--- src/rtl/plm_pkg.sv ---
package plm_pkg;
  localparam int WORD_W = 24;
  localparam int REF_W  = 14;
  localparam int B_W    = 13;
  localparam int A_W    = 5;
  localparam int FB_W   = B_W + A_W;

  typedef enum logic [1:0] {
    LATCH_CTRL = 2'd0,
    LATCH_REF  = 2'd1,
    LATCH_FB   = 2'd2
  } latch_t;

  // log2 of the dual-modulus prescaler for a given code
  function automatic int unsigned presc_shift(input logic [1:0] code);
    case (code)
      2'd0:    return 3;
      2'd1:    return 4;
      default: return 5;
    endcase
  endfunction
endpackage

--- src/rtl/plm_split.sv ---
module plm_split
  import plm_pkg::*;
(
  input  logic [1:0]      presc,
  input  logic [FB_W-1:0] fb,
  output logic [B_W-1:0]  b_cnt,
  output logic [A_W-1:0]  a_cnt,
  output logic            bad
);
  logic [FB_W-1:0] full_b;
  logic [FB_W-1:0] full_a;
  logic [FB_W-1:0] mask;

  always_comb begin
    mask   = (FB_W'(1) << presc_shift(presc)) - FB_W'(1);
    full_b = fb >> presc_shift(presc);
    full_a = fb & mask;
    bad    = full_b < full_a;
    b_cnt  = full_b[B_W-1:0];
    a_cnt  = full_a[A_W-1:0];
  end
endmodule

--- src/rtl/plm_words.sv ---
module plm_words
  import plm_pkg::*;
#(
  parameter logic [7:0]  R_HI      = 8'h34,
  parameter logic [17:0] CTRL_MISC = 18'h3F249,
  parameter logic [2:0]  N_HI      = 3'b000
) (
  input  latch_t            sel,
  input  logic [1:0]        presc,
  input  logic [1:0]        pd_code,
  input  logic [REF_W-1:0]  ref_div,
  input  logic [B_W-1:0]    b_cnt,
  input  logic [A_W-1:0]    a_cnt,
  output logic [WORD_W-1:0] word
);
  always_comb begin
    case (sel)
      LATCH_REF: word = {R_HI, ref_div, LATCH_REF};
      LATCH_FB:  word = {N_HI, b_cnt, 1'b0, a_cnt, LATCH_FB};
      default:   word = {presc, pd_code, CTRL_MISC, LATCH_CTRL};
    endcase
  end
endmodule

--- src/rtl/plm_spi_tx.sv ---
module plm_spi_tx
  import plm_pkg::*;
#(
  parameter int SCLK_HALF = 4
) (
  input  logic              clk,
  input  logic              rst,
  input  logic              go,
  input  logic [WORD_W-1:0] word,
  output logic              sclk,
  output logic              mosi,
  output logic              csn,
  output logic              fin
);
  localparam int CW = $clog2(SCLK_HALF + 1);
  localparam int NW = $clog2(WORD_W);
  localparam logic [CW-1:0] HALF_LAST = CW'(SCLK_HALF - 1);
  localparam logic [NW-1:0] BIT_LAST  = NW'(WORD_W - 1);

  typedef enum logic [1:0] {T_IDLE, T_LO, T_HI, T_TAIL} tx_st_t;

  tx_st_t            st;
  logic [CW-1:0]     cnt;
  logic [NW-1:0]     nbit;
  logic [WORD_W-1:0] sreg;

  always_ff @(posedge clk) begin
    if (rst) begin
      st   <= T_IDLE;
      cnt  <= '0;
      nbit <= '0;
      sreg <= '0;
      sclk <= 1'b0;
      mosi <= 1'b0;
      csn  <= 1'b1;
      fin  <= 1'b0;
    end else begin
      fin <= 1'b0;
      case (st)
        T_IDLE: if (go) begin
          csn  <= 1'b0;
          mosi <= word[WORD_W-1];
          sreg <= word << 1;
          cnt  <= '0;
          nbit <= '0;
          st   <= T_LO;
        end
        T_LO: if (cnt == HALF_LAST) begin
          cnt  <= '0;
          sclk <= 1'b1;
          st   <= T_HI;
        end else cnt <= cnt + 1'b1;
        T_HI: if (cnt == HALF_LAST) begin
          cnt  <= '0;
          sclk <= 1'b0;
          if (nbit == BIT_LAST) st <= T_TAIL;
          else begin
            mosi <= sreg[WORD_W-1];
            sreg <= sreg << 1;
            nbit <= nbit + 1'b1;
            st   <= T_LO;
          end
        end else cnt <= cnt + 1'b1;
        default: if (cnt == HALF_LAST) begin
          cnt <= '0;
          csn <= 1'b1;
          fin <= 1'b1;
          st  <= T_IDLE;
        end else cnt <= cnt + 1'b1;
      endcase
    end
  end
endmodule

--- src/rtl/plm_ctrl.sv ---
module plm_ctrl
  import plm_pkg::*;
#(
  parameter int SETTLE_CYC = 1000,
  parameter int RETRY_CYC  = 1000
) (
  input  logic       clk,
  input  logic       rst,
  input  logic       start,
  input  logic       pdown,
  input  logic       split_bad,
  input  logic       spi_fin,
  input  logic       lock_in,
  output logic       cap,
  output logic       spi_go,
  output latch_t     sel,
  output logic [1:0] pd_code,
  output logic       busy,
  output logic       done,
  output logic       lock_ok,
  output logic       err
);
  localparam int MAXD = (SETTLE_CYC > RETRY_CYC) ? SETTLE_CYC : RETRY_CYC;
  localparam int CW   = $clog2(MAXD + 1);
  localparam logic [CW-1:0] SET_LAST = CW'(SETTLE_CYC - 1);
  localparam logic [CW-1:0] RTY_LAST = CW'(RETRY_CYC - 1);

  typedef enum logic [2:0] {
    C_IDLE, C_CHECK, C_SEND, C_WAIT, C_SETTLE, C_LOCK1, C_RETRY, C_LOCK2
  } ctl_st_t;

  ctl_st_t       st;
  logic [CW-1:0] dcnt;
  logic          first_q;
  logic          pd_mode;

  assign cap = (st == C_IDLE) && (start || pdown);

  always_ff @(posedge clk) begin
    if (rst) begin
      st      <= C_IDLE;
      dcnt    <= '0;
      first_q <= 1'b1;
      pd_mode <= 1'b0;
      spi_go  <= 1'b0;
      sel     <= LATCH_REF;
      pd_code <= 2'd0;
      busy    <= 1'b0;
      done    <= 1'b0;
      lock_ok <= 1'b0;
      err     <= 1'b0;
    end else begin
      spi_go <= 1'b0;
      done   <= 1'b0;
      case (st)
        C_IDLE: begin
          if (start) begin
            busy    <= 1'b1;
            pd_mode <= 1'b0;
            lock_ok <= 1'b0;
            err     <= 1'b0;
            st      <= C_CHECK;
          end else if (pdown) begin
            busy    <= 1'b1;
            pd_mode <= 1'b1;
            lock_ok <= 1'b0;
            err     <= 1'b0;
            pd_code <= 2'd3;
            sel     <= LATCH_CTRL;
            st      <= C_SEND;
          end
        end
        C_CHECK: begin
          if (split_bad) begin
            err  <= 1'b1;
            done <= 1'b1;
            busy <= 1'b0;
            st   <= C_IDLE;
          end else begin
            pd_code <= 2'd0;
            sel     <= LATCH_REF;
            st      <= C_SEND;
          end
        end
        C_SEND: begin
          spi_go <= 1'b1;
          st     <= C_WAIT;
        end
        C_WAIT: if (spi_fin) begin
          if (pd_mode) begin
            done <= 1'b1;
            busy <= 1'b0;
            st   <= C_IDLE;
          end else begin
            case (sel)
              LATCH_REF: begin
                sel <= LATCH_CTRL;
                st  <= C_SEND;
              end
              LATCH_CTRL: begin
                if (first_q) begin
                  dcnt <= '0;
                  st   <= C_SETTLE;
                end else begin
                  sel <= LATCH_FB;
                  st  <= C_SEND;
                end
              end
              default: st <= C_LOCK1;
            endcase
          end
        end
        C_SETTLE: begin
          if (dcnt == SET_LAST) begin
            first_q <= 1'b0;
            sel     <= LATCH_FB;
            st      <= C_SEND;
          end else dcnt <= dcnt + 1'b1;
        end
        C_LOCK1: begin
          if (lock_in) begin
            lock_ok <= 1'b1;
            done    <= 1'b1;
            busy    <= 1'b0;
            st      <= C_IDLE;
          end else begin
            dcnt <= '0;
            st   <= C_RETRY;
          end
        end
        C_RETRY: begin
          if (dcnt == RTY_LAST) st <= C_LOCK2;
          else dcnt <= dcnt + 1'b1;
        end
        default: begin
          lock_ok <= lock_in;
          done    <= 1'b1;
          busy    <= 1'b0;
          st      <= C_IDLE;
        end
      endcase
    end
  end
endmodule

--- src/rtl/pll_load_seq.sv ---
module pll_load_seq
  import plm_pkg::*;
#(
  parameter int          CLK_HZ     = 100_000_000,
  parameter int          SETTLE_CYC = CLK_HZ / 100,
  parameter int          RETRY_CYC  = CLK_HZ / 10,
  parameter int          SCLK_HALF  = 4,
  parameter logic [7:0]  R_HI       = 8'h34,
  parameter logic [17:0] CTRL_MISC  = 18'h3F249,
  parameter logic [2:0]  N_HI       = 3'b000
) (
  input  logic                  clk,
  input  logic                  rst,
  input  logic                  start,
  input  logic                  pdown_req,
  input  logic [1:0]            presc_sel,
  input  logic [REF_W-1:0]      ref_div,
  input  logic [FB_W-1:0]       fb_count,
  input  logic                  lock_in,
  output logic                  spi_sclk,
  output logic                  spi_mosi,
  output logic                  spi_csn,
  output logic                  busy,
  output logic                  done,
  output logic                  lock_ok,
  output logic                  split_err
);
  logic [1:0]        presc_q;
  logic [REF_W-1:0]  ref_q;
  logic [FB_W-1:0]   fb_q;
  logic              cap;
  logic [B_W-1:0]    b_cnt;
  logic [A_W-1:0]    a_cnt;
  logic              bad;
  latch_t            sel;
  logic [1:0]        pd_code;
  logic [WORD_W-1:0] word;
  logic              spi_go;
  logic              spi_fin;

  always_ff @(posedge clk) begin
    if (rst) begin
      presc_q <= '0;
      ref_q   <= '0;
      fb_q    <= '0;
    end else if (cap) begin
      presc_q <= presc_sel;
      ref_q   <= ref_div;
      fb_q    <= fb_count;
    end
  end

  plm_split u_split (
    .presc (presc_q),
    .fb    (fb_q),
    .b_cnt (b_cnt),
    .a_cnt (a_cnt),
    .bad   (bad)
  );

  plm_words #(.R_HI(R_HI), .CTRL_MISC(CTRL_MISC), .N_HI(N_HI)) u_words (
    .sel     (sel),
    .presc   (presc_q),
    .pd_code (pd_code),
    .ref_div (ref_q),
    .b_cnt   (b_cnt),
    .a_cnt   (a_cnt),
    .word    (word)
  );

  plm_spi_tx #(.SCLK_HALF(SCLK_HALF)) u_tx (
    .clk  (clk),
    .rst  (rst),
    .go   (spi_go),
    .word (word),
    .sclk (spi_sclk),
    .mosi (spi_mosi),
    .csn  (spi_csn),
    .fin  (spi_fin)
  );

  plm_ctrl #(.SETTLE_CYC(SETTLE_CYC), .RETRY_CYC(RETRY_CYC)) u_ctrl (
    .clk       (clk),
    .rst       (rst),
    .start     (start),
    .pdown     (pdown_req),
    .split_bad (bad),
    .spi_fin   (spi_fin),
    .lock_in   (lock_in),
    .cap       (cap),
    .spi_go    (spi_go),
    .sel       (sel),
    .pd_code   (pd_code),
    .busy      (busy),
    .done      (done),
    .lock_ok   (lock_ok),
    .err       (split_err)
  );
endmodule

--- config.mk ---
export PLATFORM = sky130hd
export DESIGN_NAME = pll_load_seq
export DESIGN_NICKNAME = d
export VERILOG_FILES = /design/src/rtl/plm_pkg.sv /design/src/rtl/plm_split.sv /design/src/rtl/plm_words.sv /design/src/rtl/plm_spi_tx.sv /design/src/rtl/plm_ctrl.sv /design/src/rtl/pll_load_seq.sv
export SDC_FILE = /design/constraint.sdc
export NUM_CORES = 1
export LEC_CHECK = 0
export ABC_AREA = 0
export BUFFER_PORTS_ARGS = -buffer_cell sky130_fd_sc_hd__buf_2
export CORE_MARGIN = 2
export CORE_UTILIZATION = 40
export CTS_CLUSTER_SIZE = 25
export DETAILED_ROUTE_END_ITERATION = 6
export SYNTH_ARGS = -nofsm -noshare
export SYNTH_HDL_FRONTEND = slang
export SYNTH_HIERARCHICAL = 1
export SYNTH_SLANG_ARGS = --single-unit
--- constraint.sdc ---
create_clock -name clk -period 10.1 [get_ports clk]
set_clock_uncertainty 0.05 [all_clocks]
set_input_delay 0.505 -clock clk [delete_from_list [all_inputs] [get_ports clk]]
set_output_delay 0.505 -clock clk [all_outputs]
set_load 0.05 [all_outputs]
-- Word-level counts from Yosys, hierarchy flattened
Index checks and enable logic that the tools add are counted.
- add/sub/neg operators: 4
- magnitude comparators: 1
- eq/ne operators: 37
- shift operators: 2
- mux-type cells: 81
- bitwise logic cells: 4
- reduce and logical (&&, ||, !) cells: 31
- operators by type and width (kind ; count):
    two-way mux 24 bit ; 10
    case mux 24 bit (2 select lines) ; 2
    case mux 24 bit (4 select lines) ; 1
    two-way mux 3 bit ; 11
    two-way mux 2 bit ; 16
    adder 24 x 1 -> 24 bit, second input constant ; 1
    == test 24 x 20 -> 1 bit, second input constant ; 1
    == test 24 bit, second input constant ; 1
    two-way mux 1 bit ; 23
    != test 2 bit, second input constant ; 11
    case mux 3 bit (7 select lines) ; 1
    AND 18 bit ; 1
    less-than comparator 18 bit ; 1
    left shift 1 x 3 -> 18 bit, first input constant ; 1
    >> shifter 18 x 3 -> 18 bit ; 1
    subtractor 18 x 2 -> 18 bit, second input constant ; 1
    != test 2 x 1 -> 1 bit, second input constant ; 8
    AND reduction 4 bit ; 4
    two-way mux 5 bit ; 3
    case mux 3 bit (2 select lines) ; 2
    AND reduction 3 bit ; 4
    case mux 5 bit (2 select lines) ; 1
    nonzero test 2 bit ; 5
    == test 3 x 2 -> 1 bit, second input constant ; 3
    other kinds (30) ; 47
- register bits after elaboration: 110
- bits of input ports: 39
- word-level logic and storage cells: 182

-- Depth between registers and ports, before layout
Gate-level depths: netlist of the first run.
- depth after elaboration: 8
- gate-level depth with buffers: 17
- depth with buffers taken out: 15

-- Modules after synthesis
Netlist of the first run, hierarchy kept.
- modules (own cells, without submodules) (module ; times used ; cells an instance ; area each (um2) ; sequential area each (um2)):
    plm_ctrl ; 1 ; 287 ; 2336.0 ; 740.7
    plm_spi_tx ; 1 ; 191 ; 1905.6 ; 740.7
    pll_load_seq ; 1 ; 110 ; 1238.7 ; 680.7
    plm_split ; 1 ; 114 ; 820.8 ; 0.0
    plm_words ; 1 ; 46 ; 341.6 ; 0.0

-- Worst setup path after synthesis of the first run
Ideal clock, no wire load.
- path kind: reg-to-reg
- from: register presc_q[0]
- to: register u_ctrl.st[1]
- arrival time: 3.338 ns
- setup slack: 6.595 ns
- cell stages (with the launch flop): 18
- period minus slack after synthesis: 3.505 ns
- cell sequence: dfxtp_1 -> buf_6 -> buf_2 -> nor2b_1 -> ha_1 -> nand2_1 -> xor2_1 -> nand2b_1 -> ha_1 -> and4_1 -> a21oi_1 -> o2111ai_1 -> a2111oi_2 -> a21oi_1 -> and2_1 -> a221oi_1 -> o211ai_1 -> and4b_1
- cells in the longest elaborated chain, start to end: 8
- RTL lines (item ; line ; source):
    start: declaration ; pll_load_seq.sv:28 ; logic [1:0] presc_q;
    start signal: assignment ; pll_load_seq.sv:47 ; presc_q <= presc_sel;
    == test 2 x 1 -> 1 bit / zero test 2 bit (equally long branches) ; plm_pkg.sv:16 ; case (code)
    case mux 3 bit (2 select lines) (*) ; plm_pkg.sv:16 ;
    left shift 1 x 3 -> 18 bit ; plm_split.sv:15 ; mask = (FB_W'(1) << presc_shift(presc)) - FB_W'(1);
    subtractor 18 x 2 -> 18 bit ; plm_split.sv:15 ;
    AND 18 bit ; plm_split.sv:17 ; full_a = fb & mask;
    less-than comparator 18 bit (*) ; plm_split.sv:18 ; bad = full_b < full_a;
    via bad ; pll_load_seq.sv:34 ; logic bad;
    two-way mux 2 bit (*) ; plm_ctrl.sv:74 ; if (split_bad) begin
    case mux 3 bit (7 select lines) (*) ; plm_ctrl.sv:55 ; case (st)
    end signal: assignment ; plm_ctrl.sv:62 ; st <= C_CHECK;
    end signal: assignment ; plm_ctrl.sv:78 ; st <= C_IDLE;
    end signal: assignment ; plm_ctrl.sv:82 ; st <= C_SEND;
    end: declaration ; plm_ctrl.sv:32 ; ctl_st_t st;
Mark *: on every way through the listed nets, which the timed path passes. The rest lies on a longest branch.
A chain may end at the register's enable or synchronous reset.

-- Worst setup path in the final report of the first run
Same ends and word-level chain as after synthesis.

==> results of run 1 <==
[worst min-delay path: cells and delay by family]
| kind | cells | cell delay (ps) |
|---|---|---|
| multiplexers | 1 | 50 |
| AND/OR/NAND/NOR | 1 | 70 |
| buffers and inverters | 1 | 70 |
[power groups by stage]
stage / logic, mW / registers (mW) / clock network, mW
floorplan: 0.740 / 0.617 / 0
global placement: 0.799 / 0.654 / 0
detailed placement: 0.806 / 0.654 / 0
CTS: 0.809 / 0.646 / 0.348
global route: 0.902 / 0.665 / 0.365
finish: 0.808 / 0.647 / 0.335
[synth_stat cells, types with 4 or more instances]
cell type and number:
inv_1 17, o211ai_1 6, buf_4 6, buf_6 8, a221o_1 7, a21o_1 5
a22oi_1 10, o31ai_1 5, and3_1 4, buf_1 5, and2_1 9, nor2_1 71
and4_1 5, clkbuf_1 11, nand4b_1 5, a21oi_2 12, o21ai_0 42, nor2b_1 11
a211oi_1 22, nand2b_1 18, nand2_1 42, mux2i_1 74, nand3_1 21, a21oi_1 45
a31oi_1 8, ha_1 32, nor3_1 11, a311oi_1 4, o21ai_1 6, buf_2 21
nand4_1 14, a211oi_2 11, dfxtp_1 108, buf_12 4
[per-stage QoR]
stage / utilization / hold WS [ps] / worst slack [ps] / area, um^2
6_report: 0.434 / 336 / 5880 / 7120
5_1_grt: 0.434 / 344 / 5410 / 7120
4_1_cts: 0.434 / 328 / 5860 / 7120
3_5_place_dp: 0.417 / 424 / 5880 / 6840
3_3_place_gp: 0.417 / 420 / 5960 / 6840
2_1_floorplan: - / 399 / 6590 / 6680
[area by class of cell]
cell class / count / area, um^2 / share of cell area
clock inverters: 3 / 22.5 / 0.00316
flip-flops and latches: 108 / 2160 / 0.304
repair buffers: 49 / 258 / 0.0362
well taps: 220 / 275 / 0.0387
inverters: 17 / 63.8 / 0.00897
clock buffers: 11 / 253 / 0.0355
multi-input cells: 576 / 4080 / 0.574
[flip-flops by register name (all words and copies together), names as in the netlist]
| signal | cells |
|---|---|
| u_tx/mosi | 1 |
| u_tx/nbit | 5 |
| u_tx/sreg | 23 |
| u_ctrl/spi_go | 1 |
| u_ctrl/err | 1 |
| u_ctrl/done | 1 |
| u_ctrl/lock_ok | 1 |
| fb_q | 18 |
| u_tx/fin | 1 |
| u_tx/csn | 1 |
| presc_q | 2 |
| u_ctrl/dcnt | 24 |
| u_ctrl/sel | 2 |
| u_tx/cnt | 3 |
| u_ctrl/first_q | 1 |
| u_tx/st | 2 |
| u_ctrl/st | 3 |
| u_ctrl/pd_mode | 1 |
| u_ctrl/pd_code | 1 |
| u_tx/sclk | 1 |
| ref_q | 14 |
| u_ctrl/busy | 1 |
[per-layer routing]
metal | GRT usage | share of wire | up-vias
met5 | 0 | 0 | -
met4 | 0.0538 | 0.0087 | 0
li1 | - | - | 2765
met3 | 0.0257 | 0.031 | 8
met1 | 0.261 | 0.53 | 2497
met2 | 0.255 | 0.43 | 85
[kinds of logic after synthesis]
family                   count (synthesis)  share of synthesized area
AO/OA/AOI/OAI                          208                      0.222
buffers and inverters                   73                     0.0676
AND/OR/NAND/NOR                        247                      0.205
multiplexers                            77                      0.117
XOR/XNOR                                 1                    0.00132
other                                    2                    0.00113
flip-flops                             108                      0.325
adder cells (fa/ha/maj)                 32                     0.0603
[worst min path at each step]
stage	slack (ps)	startpoint	depth (start not counted)	endpoint
6_report	340	fb_count[12]	3	fb_q[12]$_SDFFE_PP0P_
5_1_grt	340	ref_div[8]	3	ref_q[8]$_SDFFE_PP0P_
4_1_cts	330	ref_div[10]	3	ref_q[10]$_SDFFE_PP0P_
3_5_place_dp	420	u_tx/cnt[1]$_SDFFE_PP0P_	2	u_tx/cnt[1]$_SDFFE_PP0P_
3_3_place_gp	420	u_tx/cnt[1]$_SDFFE_PP0P_	2	u_tx/cnt[1]$_SDFFE_PP0P_
2_1_floorplan	400	u_tx/sreg[1]$_SDFFE_PP0P_	2	u_tx/sreg[1]$_SDFFE_PP0P_
==> reports/results.tsv, run 1 <==
metric	value	unit
status	complete, no violations	
Final Hold Viols	0	
worst reg2reg startpoint	presc_q[0]$_SDFFE_PP0P_	
vias in the first global route	4906	
Post-DRT Antenna Nets	0	
final cycle utilization of the critical path	0.418	
Buffers & Inverters on Critical Path	0	
Critical Path Stages	14	
PostCTS Resize Cnt	0	
worst reg-to-reg path cell count	14	
layout cell share with drive strength beyond 1	0.149	
ys flop type	dfxtp_1	
CP cell instances	nor2_1 > ha_1 > ha_1 > nand2b_1 > ha_1 > a21oi_1 > o21a_1 > o2111ai_1 > a2111oi_2 > a21oi_1 > and2_1 > a221oi_1 > o211ai_1 > and4b_1	
post-synth top area share	0.325	
Area Growth Syn to Fin	7.14	%
maximum clock rate	237	MHz
Max IR drop VDD	0.0000997	V
crit path time final	4220	ps
core area	0.0164	mm^2
worst setup path startpoint	presc_q[0]$_SDFFE_PP0P_	
EDFF count, synth	0	
Sw Ratio	0.410	
CP startpoint kind	flip-flop	
Synth area leader	dfxtp_1	
CP max FO	19	
Placer Congestion	0.823	
worst-margin pin slew	1210	ps
initial drt markers	317	
Max Slew Vio Count	0	
Tot Pwr	1.79	mW
Die Ht	133	um
hpwl dp	10.2	mm
DRC	0	
Syn Area/Cell	8.88	um^2
Clock Power Share	0.187	
Syn Inst Count	748	
Layout Cells excl Fill	984	
Sw Pwr	733	uW
drt via density	5.44	
DIE AREA	0.0177	mm^2
Initial Util	0.405	
Seq pwr share	0.361	
number of port buffers	45	
library cells used by synthesis	79	
drt pass-1 iters	5	
FILL cells	1667	
ys async rst share	0	
CP delay by family, top	compound AO/OA/AOI/OAI gates	
total number of vias	5355	
Ys Warns	6	
Leak	2.61	nW
clk_lat worst skew	350	ps
grt total ovfl	0	
final setup violation count	0	
diode count	0	
hold_buf cts	0	
CTS sink cnt	108	
Post-Syn Area	0.00664	mm^2
max_slew headroom	0.189	
Ports	46	
top post-synthesis cells by area	dfxtp_1 33%, mux2i_1 11%, ha_1 6.0%, nor2_1 4.0%, a21oi_1 3.4%	
CTS tree	yes	
required time worst endpoint	10290	ps
PD cells	251	mW/mm^2
most frequent cells in the layout	108 x dfxtp_1, 74 x mux2i_1, 70 x nor2_1, 45 x a21oi_1, 44 x buf_2	
Placed Instances	970	
crit path capture type	flip-flop	
post-CTS setup buffer count	0	
flops & latches, synth	108	
initial antenna violation count	0	
CP endpoint	u_ctrl/st[1]$_SDFFE_PP0P_	
Clock Root Buffer	clkbuf_16	
final wirelength	15.0	mm
r2r endpoint	u_ctrl/st[1]$_SDFFE_PP0P_	
most common cell after layout, fill and taps aside	dfxtp_1	
fin nets	832	
CTS clk-pin slew, worst paths	70	ps
CP max stage cell	dfxtp_1	
Worst EP arrival	4410	ps
CTS H-tree lvls	3	
Setup TNS Final	0	ps
Num CTS Buffers	9	
max-cap viol count	0	
Int Pwr	1.06	mW
wire length per cell	15.3	um
Row Count	47	
HP Class	in -> reg	
CTS Buffer Depth	2	
GRT Util Overall	0.174	
Largest stage delay, worst path	910	ps
first-pass GRT wire length	25.4	mm
reg2reg setup slack	5880	ps
critical path class	reg -> reg	
Comb power frac	0.451	
largest net degree at the start of global routing	83	
sequential-to-total area share from yosys stat	0.325	
unrepaired setup endpoints after global routing	no	
Die Wd	133	um
Crit path top cell by count	ha_1	
Power figures use the tool's default switching activity.
==> inputs of run 2 (changes only) <==
- ABC_AREA: 0 -> 1
- clock period: 10.1 -> 4.43 ns (I/O delays scaled with it)
==> reports/results.tsv, run 2 <==
metric	value	unit	change
status	complete, no violations		unchanged
CP cell instances	inv_4 > nand2_2 > inv_1 > ha_1 > inv_1 > ha_1 > nand3_1 > ha_1 > nand2_1 > inv_1 > nand2_1 > nor2_1 > and3_1 > nand2_1 > nand2_1 > inv_1 > nor2_1 > nor2_1 > nand4_1 > nor2_1 > nand2_1 > inv_1		was nor2_1 > ha_1 > ha_1 > nand2b_1 > ha_1 > a21oi_1 > o21a_1 > o2111ai_1 > a2111oi_2 > a21oi_1 > and2_1 > a221oi_1 > o211ai_1 > and4b_1
reg2reg setup slack	1150	ps	was 5880 ps
CTS Buffer Depth	2		unchanged
max-cap viol count	0		unchanged
EDFF count, synth	0		unchanged
ys async rst share	0		unchanged
worst reg-to-reg path cell count	22		was 14
layout cell share with drive strength beyond 1	0.0755		was 0.149
first-pass GRT wire length	28.7	mm	was 25.4 mm
Leak	3.77	nW	was 2.61 nW
worst reg2reg startpoint	presc_q[1]$_SDFFE_PP0P_		was presc_q[0]$_SDFFE_PP0P_
Largest Register	u_ctrl/dcnt		unchanged
crit path time final	3280	ps	was 4220 ps
critical path class	reg -> reg		unchanged
Post-Syn Area	0.00701	mm^2	was 0.00664 mm^2
wire length per cell	12.0	um	was 15.3 um
CTS sink cnt	108		unchanged
largest net degree at the start of global routing	58		was 83
grt total ovfl	0		unchanged
hold_buf cts	0		unchanged
Max IR drop VDD	0.000274	V	was 0.0000997 V
drt pass-1 iters	6		was 5
Largest stage delay, worst path	590	ps	was 910 ps
Clock Root Buffer	clkbuf_16		unchanged
core area	0.0172	mm^2	was 0.0164 mm^2
CTS tree	yes		unchanged
library cells used by synthesis	43		was 79
clk_lat worst skew	350	ps	about the same
r2r endpoint	u_ctrl/done$_SDFF_PP0_		was u_ctrl/st[1]$_SDFFE_PP0P_
fin area	0.00755	mm^2	was 0.00712 mm^2
crit path capture type	flip-flop		unchanged
Worst EP arrival	3480	ps	was 4410 ps
CP delay by family, top	simple AND/OR/NAND/NOR gates		was compound AO/OA/AOI/OAI gates
diode count	0		unchanged
PD cells	602	mW/mm^2	was 251 mW/mm^2
CP startpoint kind	flip-flop		unchanged
fin nets	1259		was 832
most common cell after layout, fill and taps aside	nand2_1		was dfxtp_1
CP max FO	10		was 19
final wirelength	16.9	mm	was 15.0 mm
Num CTS Buffers	9		unchanged
CTS H-tree lvls	3		unchanged
flops & latches, synth	108		unchanged
Die Ht	136	um	was 133 um
PostCTS Resize Cnt	0		unchanged
FILL cells	1888		was 1667
Area Growth Syn to Fin	7.75	%	was 7.14%
drt via density	4.70		was 5.44
post-CTS setup buffer count	0		unchanged
hold path cells	5		was 3
total number of vias	6662		was 5355
initial antenna violation count	0		unchanged
sequential-to-total area share from yosys stat	0.308		was 0.325
ys flop type	dfxtp_1		unchanged
Commonest cells post-synth	374 x nand2_1, 225 x nor2_1, 162 x inv_1, 108 x dfxtp_1, 45 x a21oi_1		was 108 x dfxtp_1, 74 x mux2i_1, 71 x nor2_1, 45 x a21oi_1
top post-synthesis cells by area	dfxtp_1 31%, nand2_1 20%, nor2_1 12%, inv_1 8.7%, ha_1 5.7%		was dfxtp_1 33%, mux2i_1 11%, ha_1 6.0%, nor2_1 4.0%, a21oi_1 3.4%
Post-DRT Antenna Nets	0		unchanged
Die Wd	136	um	was 133 um
DRC	0		unchanged
DIE AREA	0.0186	mm^2	was 0.0177 mm^2
Syn Area/Cell	6.01	um^2	was 8.88 um^2
post-synth top area share	0.308		was 0.325
initial drt markers	423		was 317
most frequent cells in the layout	374 x nand2_1, 225 x nor2_1, 161 x inv_1, 108 x dfxtp_1		was 108 x dfxtp_1, 74 x mux2i_1, 70 x nor2_1, 45 x a21oi_1, 44 x buf_2
CP max stage cell	dfxtp_1		unchanged
final setup violation count	0		unchanged
required time worst endpoint	4630	ps	was 10290 ps
Initial Util	0.407		was 0.405
Final Hold Viols	0		unchanged
endpoint of the worst hold path	fb_q[16]$_SDFFE_PP0P_		was fb_q[12]$_SDFFE_PP0P_
hold_sp	fb_count[16]		was fb_count[12]
GRT Util Overall	0.192		was 0.174
Row Count	48		was 47
final cycle utilization of the critical path	0.740		was 0.418
top flop regs	u_ctrl/dcnt: 24 flops, u_tx/sreg: 23 flops, fb_q: 18 flops		unchanged
max reg flops	24		unchanged
Ys Warns	6		unchanged
worst-margin pin slew	1010	ps	was 1210 ps
Worst Setup Slack, final	1150	ps	was 5880 ps
HP Class	in -> reg		unchanged
number of port buffers	45		unchanged
maximum clock rate	305	MHz	was 237 MHz
vias in the first global route	6015		was 4906
Ports	46		unchanged
Max Slew Vio Count	0		unchanged
dpl ws	1160	ps	was 5880 ps
Buffers & Inverters on Critical Path	6		was 0
Synth area leader	dfxtp_1		unchanged
Placer Congestion	0.923		was 0.823
unrepaired setup endpoints after global routing	no		unchanged
max_slew headroom	0.320		was 0.189
hpwl dp	12.2	mm	was 10.2 mm
most frequent cell after synthesis	nand2_1		was dfxtp_1
Setup TNS Final	0	ps	unchanged
Syn Inst Count	1166		was 748
DP Area	0.00727	mm^2	was 0.00684 mm^2
CTS clk-pin slew, worst paths	70	ps	about the same
[run 2: worst register-to-register path: stages (launching register included)]
cell and delay [ps]:
dfxtp_1 590, inv_4 120, nand2_2 170, inv_1 150
ha_1 210, inv_1 50, ha_1 210, nand3_1 100
ha_1 300, nand2_1 50, inv_1 50, nand2_1 40
nor2_1 160, and3_1 180, nand2_1 50, nand2_1 80
inv_1 50, nor2_1 210, nor2_1 100, nand4_1 110
nor2_1 50, nand2_1 70, inv_1 50
[run 2: cell families after synthesis]
kind of cell / share of synthesized area
buffers and inverters: 0.134
DFF: 0.308
adders and majority gates: 0.0571
other: 0.00107
and+or+nand+nor: 0.398
xor gates and xnor gates: 0.00375
AOI/OAI and AO/OA: 0.0973
[run 2: routing by layer]
metal / up-vias / track usage / wire length [um]
li1: 3610 / - / -
met1: 2916 / 0.268 / 8630
met2: 117 / 0.303 / 7400
met3: 19 / 0.0309 / 637
met4: 0 / 0.0579 / 281
met5: - / 0 / 0
[run 2: report_power, final]
| part | total [mW] | internal, mW | switching (mW) |
|---|---|---|---|
| Sequential | 1.47 | 1.25 | 0.222 |
| Combinational | 2.26 | 0.756 | 1.51 |
| Clock | 0.816 | 0.451 | 0.364 |
[run 2: worst max path at each step]
stage | start | to | slack [ps] | cells past startpoint
floorplan | presc_q[1]$_SDFFE_PP0P_ | u_ctrl/sel[1]$_SDFFE_PP0P_ | 1730 | 22
global placement | presc_q[1]$_SDFFE_PP0P_ | u_ctrl/done$_SDFF_PP0_ | 1270 | 22
detailed placement | presc_q[1]$_SDFFE_PP0P_ | u_ctrl/done$_SDFF_PP0_ | 1160 | 22
CTS | presc_q[1]$_SDFFE_PP0P_ | u_ctrl/done$_SDFF_PP0_ | 1130 | 22
global route | presc_q[1]$_SDFFE_PP0P_ | u_ctrl/pd_code[0]$_SDFFE_PP0P_ | 750 | 21
finish | presc_q[1]$_SDFFE_PP0P_ | u_ctrl/done$_SDFF_PP0_ | 1150 | 22
[run 2: layout make-up]
| cell class | instances | area (um^2) | area share |
|---|---|---|---|
| Timing Repair Buffer | 48 | 248 | 0.0328 |
| Clock inverter | 2 | 35.0 | 0.00464 |
| Clock buffer | 13 | 250 | 0.0331 |
| Multi-Input combinational cell | 853 | 3940 | 0.522 |
| Tap cell | 225 | 282 | 0.0373 |
| Sequential cell | 108 | 2160 | 0.286 |
| Inverter | 168 | 636 | 0.0841 |
[run 2: through the flow]
stage / total power, mW / utilization / hold slack, ps / std cells
2_1_floorplan: 3.37 / - / 334 / 1175
3_3_place_gp: 3.74 / 0.422 / 391 / 1402
3_5_place_dp: 3.74 / 0.422 / 393 / 1402
4_1_cts: 4.58 / 0.438 / 85.9 / 1417
5_1_grt: 5.03 / 0.438 / 123 / 1417
6_report: 4.55 / 0.438 / 93.3 / 1417
==> inputs of run 3 (changes only) <==
- clock period: 4.43 -> 2.6 ns (I/O delays scaled with it)
==> reports/results.tsv, run 3 (same netlist as run 2, synthesis figures left out) <==
metric	value	unit	change
Leak	4.00	nW	was 3.77 nW
unrepaired setup endpoints after global routing	yes		was no
Worst EP arrival	2800	ps	was 3480 ps
total number of vias	6915		was 6662
Clock Root Buffer	clkbuf_16		unchanged
vias in the first global route	6351		was 6015
most common cell after layout, fill and taps aside	nand2_1		unchanged
max_slew headroom	0.440		was 0.320
diode count	0		unchanged
Area Growth Syn to Fin	15.5	%	was 7.75%
Worst Setup Slack, final	-37.0	ps	was 1150 ps
number of port buffers	45		unchanged
crit path time final	2640	ps	was 3280 ps
met2 routed WL	7.94	mm	was 7.40 mm
Largest Register	u_ctrl/dcnt		unchanged
initial drt markers	473		was 423
top flop regs	u_ctrl/dcnt: 24 flops, u_tx/sreg: 23 flops, fb_q: 18 flops		unchanged
critical path class	reg -> reg		unchanged
CTS H-tree lvls	3		unchanged
Ports	46		unchanged
Max IR drop VDD	0.000600	V	was 0.000274 V
Final Hold Viols	0		unchanged
worst-margin pin slew	837	ps	was 1010 ps
clk_lat worst skew	360	ps	was 350 ps
fin nets	1300		was 1259
initial antenna violation count	0		unchanged
Multi-input gate area	0.00410	mm^2	was 0.00394 mm^2
wire length per cell	12.3	um	was 12.0 um
Row Count	48		unchanged
crit path capture type	flip-flop		unchanged
final cycle utilization of the critical path	1.01		was 0.740
final setup violation count	2		was 0
CTS Buffer Depth	2		unchanged
final wirelength	17.9	mm	was 16.9 mm
register area	0.00217	mm^2	was 0.00216 mm^2
first-pass GRT wire length	30.0	mm	was 28.7 mm
largest net degree at the start of global routing	70		was 58
Max Slew Vio Count	0		unchanged
Die Wd	136	um	unchanged
CP startpoint kind	flip-flop		unchanged
wl on met1	8.99	mm	was 8.63 mm
max reg flops	24		unchanged
core area	0.0172	mm^2	unchanged
Num CTS Buffers	9		unchanged
drt via density	4.74		was 4.70
Initial Util	0.407		unchanged
Die Ht	136	um	unchanged
Hold WS	9.23	ps	was 93.3 ps
DRC	0		unchanged
DR WL met3	732	um	was 637 um
Layout Utilization	0.470		was 0.438
hpwl dp	12.8	mm	was 12.2 mm
CTS sink cnt	108		unchanged
HP Class	in -> reg		unchanged
Layout Cells excl Fill	1459		was 1417
maximum clock rate	379	MHz	was 305 MHz
DIE AREA	0.0186	mm^2	unchanged
drt pass-1 iters	5		was 6
status	finished with violations		was complete, no violations
CTS tree	yes		unchanged
PD cells	1040	mW/mm^2	was 602 mW/mm^2
grt total ovfl	0		unchanged
failing checks	negative setup slack		
required time worst endpoint	2760	ps	was 4630 ps
GRT Util Overall	0.200		was 0.192
CTS clk-pin slew, worst paths	70	ps	about the same
FILL cells	1826		was 1888
CP max FO	4		was 10
most frequent cells in the layout	368 x nand2_1, 220 x nor2_1, 156 x inv_1, 106 x dfxtp_1, 45 x buf_2		was 374 x nand2_1, 225 x nor2_1, 161 x inv_1, 108 x dfxtp_1
Placer Congestion	0.904		was 0.923
layout cell share with drive strength beyond 1	0.128		was 0.0755
Top Layer Used	met4		unchanged
max-cap viol count	0		unchanged
Post-DRT Antenna Nets	0		unchanged
Tot Pwr	8.43	mW	was 4.55 mW
Placed Instances	1427		was 1402
-- run 3: path summary, 6_finish.rpt --
check | startpoint | to | slack [ps] | cells past startpoint
max | presc_q[0]$_SDFFE_PP0P_ | u_ctrl/sel[0]$_SDFFE_PP1P_ | -40 | 19
min | fb_count[10] | fb_q[10]$_SDFFE_PP0P_ | 9 | 5
max reg2reg | presc_q[0]$_SDFFE_PP0P_ | u_ctrl/sel[0]$_SDFFE_PP1P_ | -40 | 19
min reg2reg | u_tx/cnt[2]$_SDFFE_PP0P_ | u_tx/cnt[2]$_SDFFE_PP0P_ | 400 | 2
-- run 3: final cells by class --
| cell class | count | area share |
|---|---|---|
| multi-input combinational | 853 | 0.507 |
| sequential | 108 | 0.268 |
| inverter | 168 | 0.0791 |
| timing repair buffer | 89 | 0.0734 |
| tap | 225 | 0.0348 |
| clock buffer | 11 | 0.0312 |
| clock inverter | 5 | 0.00711 |
-- run 3: repair_timing --
action / in CTS / in global routing
hold buffers: 9 / 0
endpoints found under the hold margin: 9 / 0
buffers inserted: 0 / 7
resized for setup: 7 / 31
endpoints found under the setup margin: 7 / 7
pin swaps: 3 / 20
-- run 3: routing by layer --
layer,up-vias,global-route usage
met4,0,0.0411
met2,140,0.317
met1,3059,0.280
met5,-,0
li1,3702,-
met3,14,0.0421
-- run 3: metrics by stage --
stage          setup WS, ps  area (um^2)  setup TNS [ps]
3_3_place_gp          -71.6         7490            -219
5_1_grt                -270         8100           -1260
6_report              -37.0         8100           -72.4
2_1_floorplan          24.0         7070               0
3_5_place_dp           -110         7490            -483
4_1_cts               -8.64         7920           -11.3
-- run 3: where the power goes --
group,leakage [nW],total [mW],switching (mW),internal (mW)
Combinational,2.96,4.46,2.80,1.66
Clock,0.156,1.45,0.651,0.803
Sequential,0.888,2.51,0.382,2.13
-- run 3: worst max-delay path: stages, from the launching register on --
cell	delay, ps
dfxtp_4	370
nor2_4	200
ha_4	200
ha_4	170
nand3_4	80
ha_4	280
nand2_1	50
inv_1	50
nand2_1	60
nor2_2	140
and3_1	160
nand2_1	50
nand2_1	90
inv_2	60
nand2_2	90
nand3_2	80
nor2_2	150
nand2_1	80
nand2_1	60
nand3_1	60
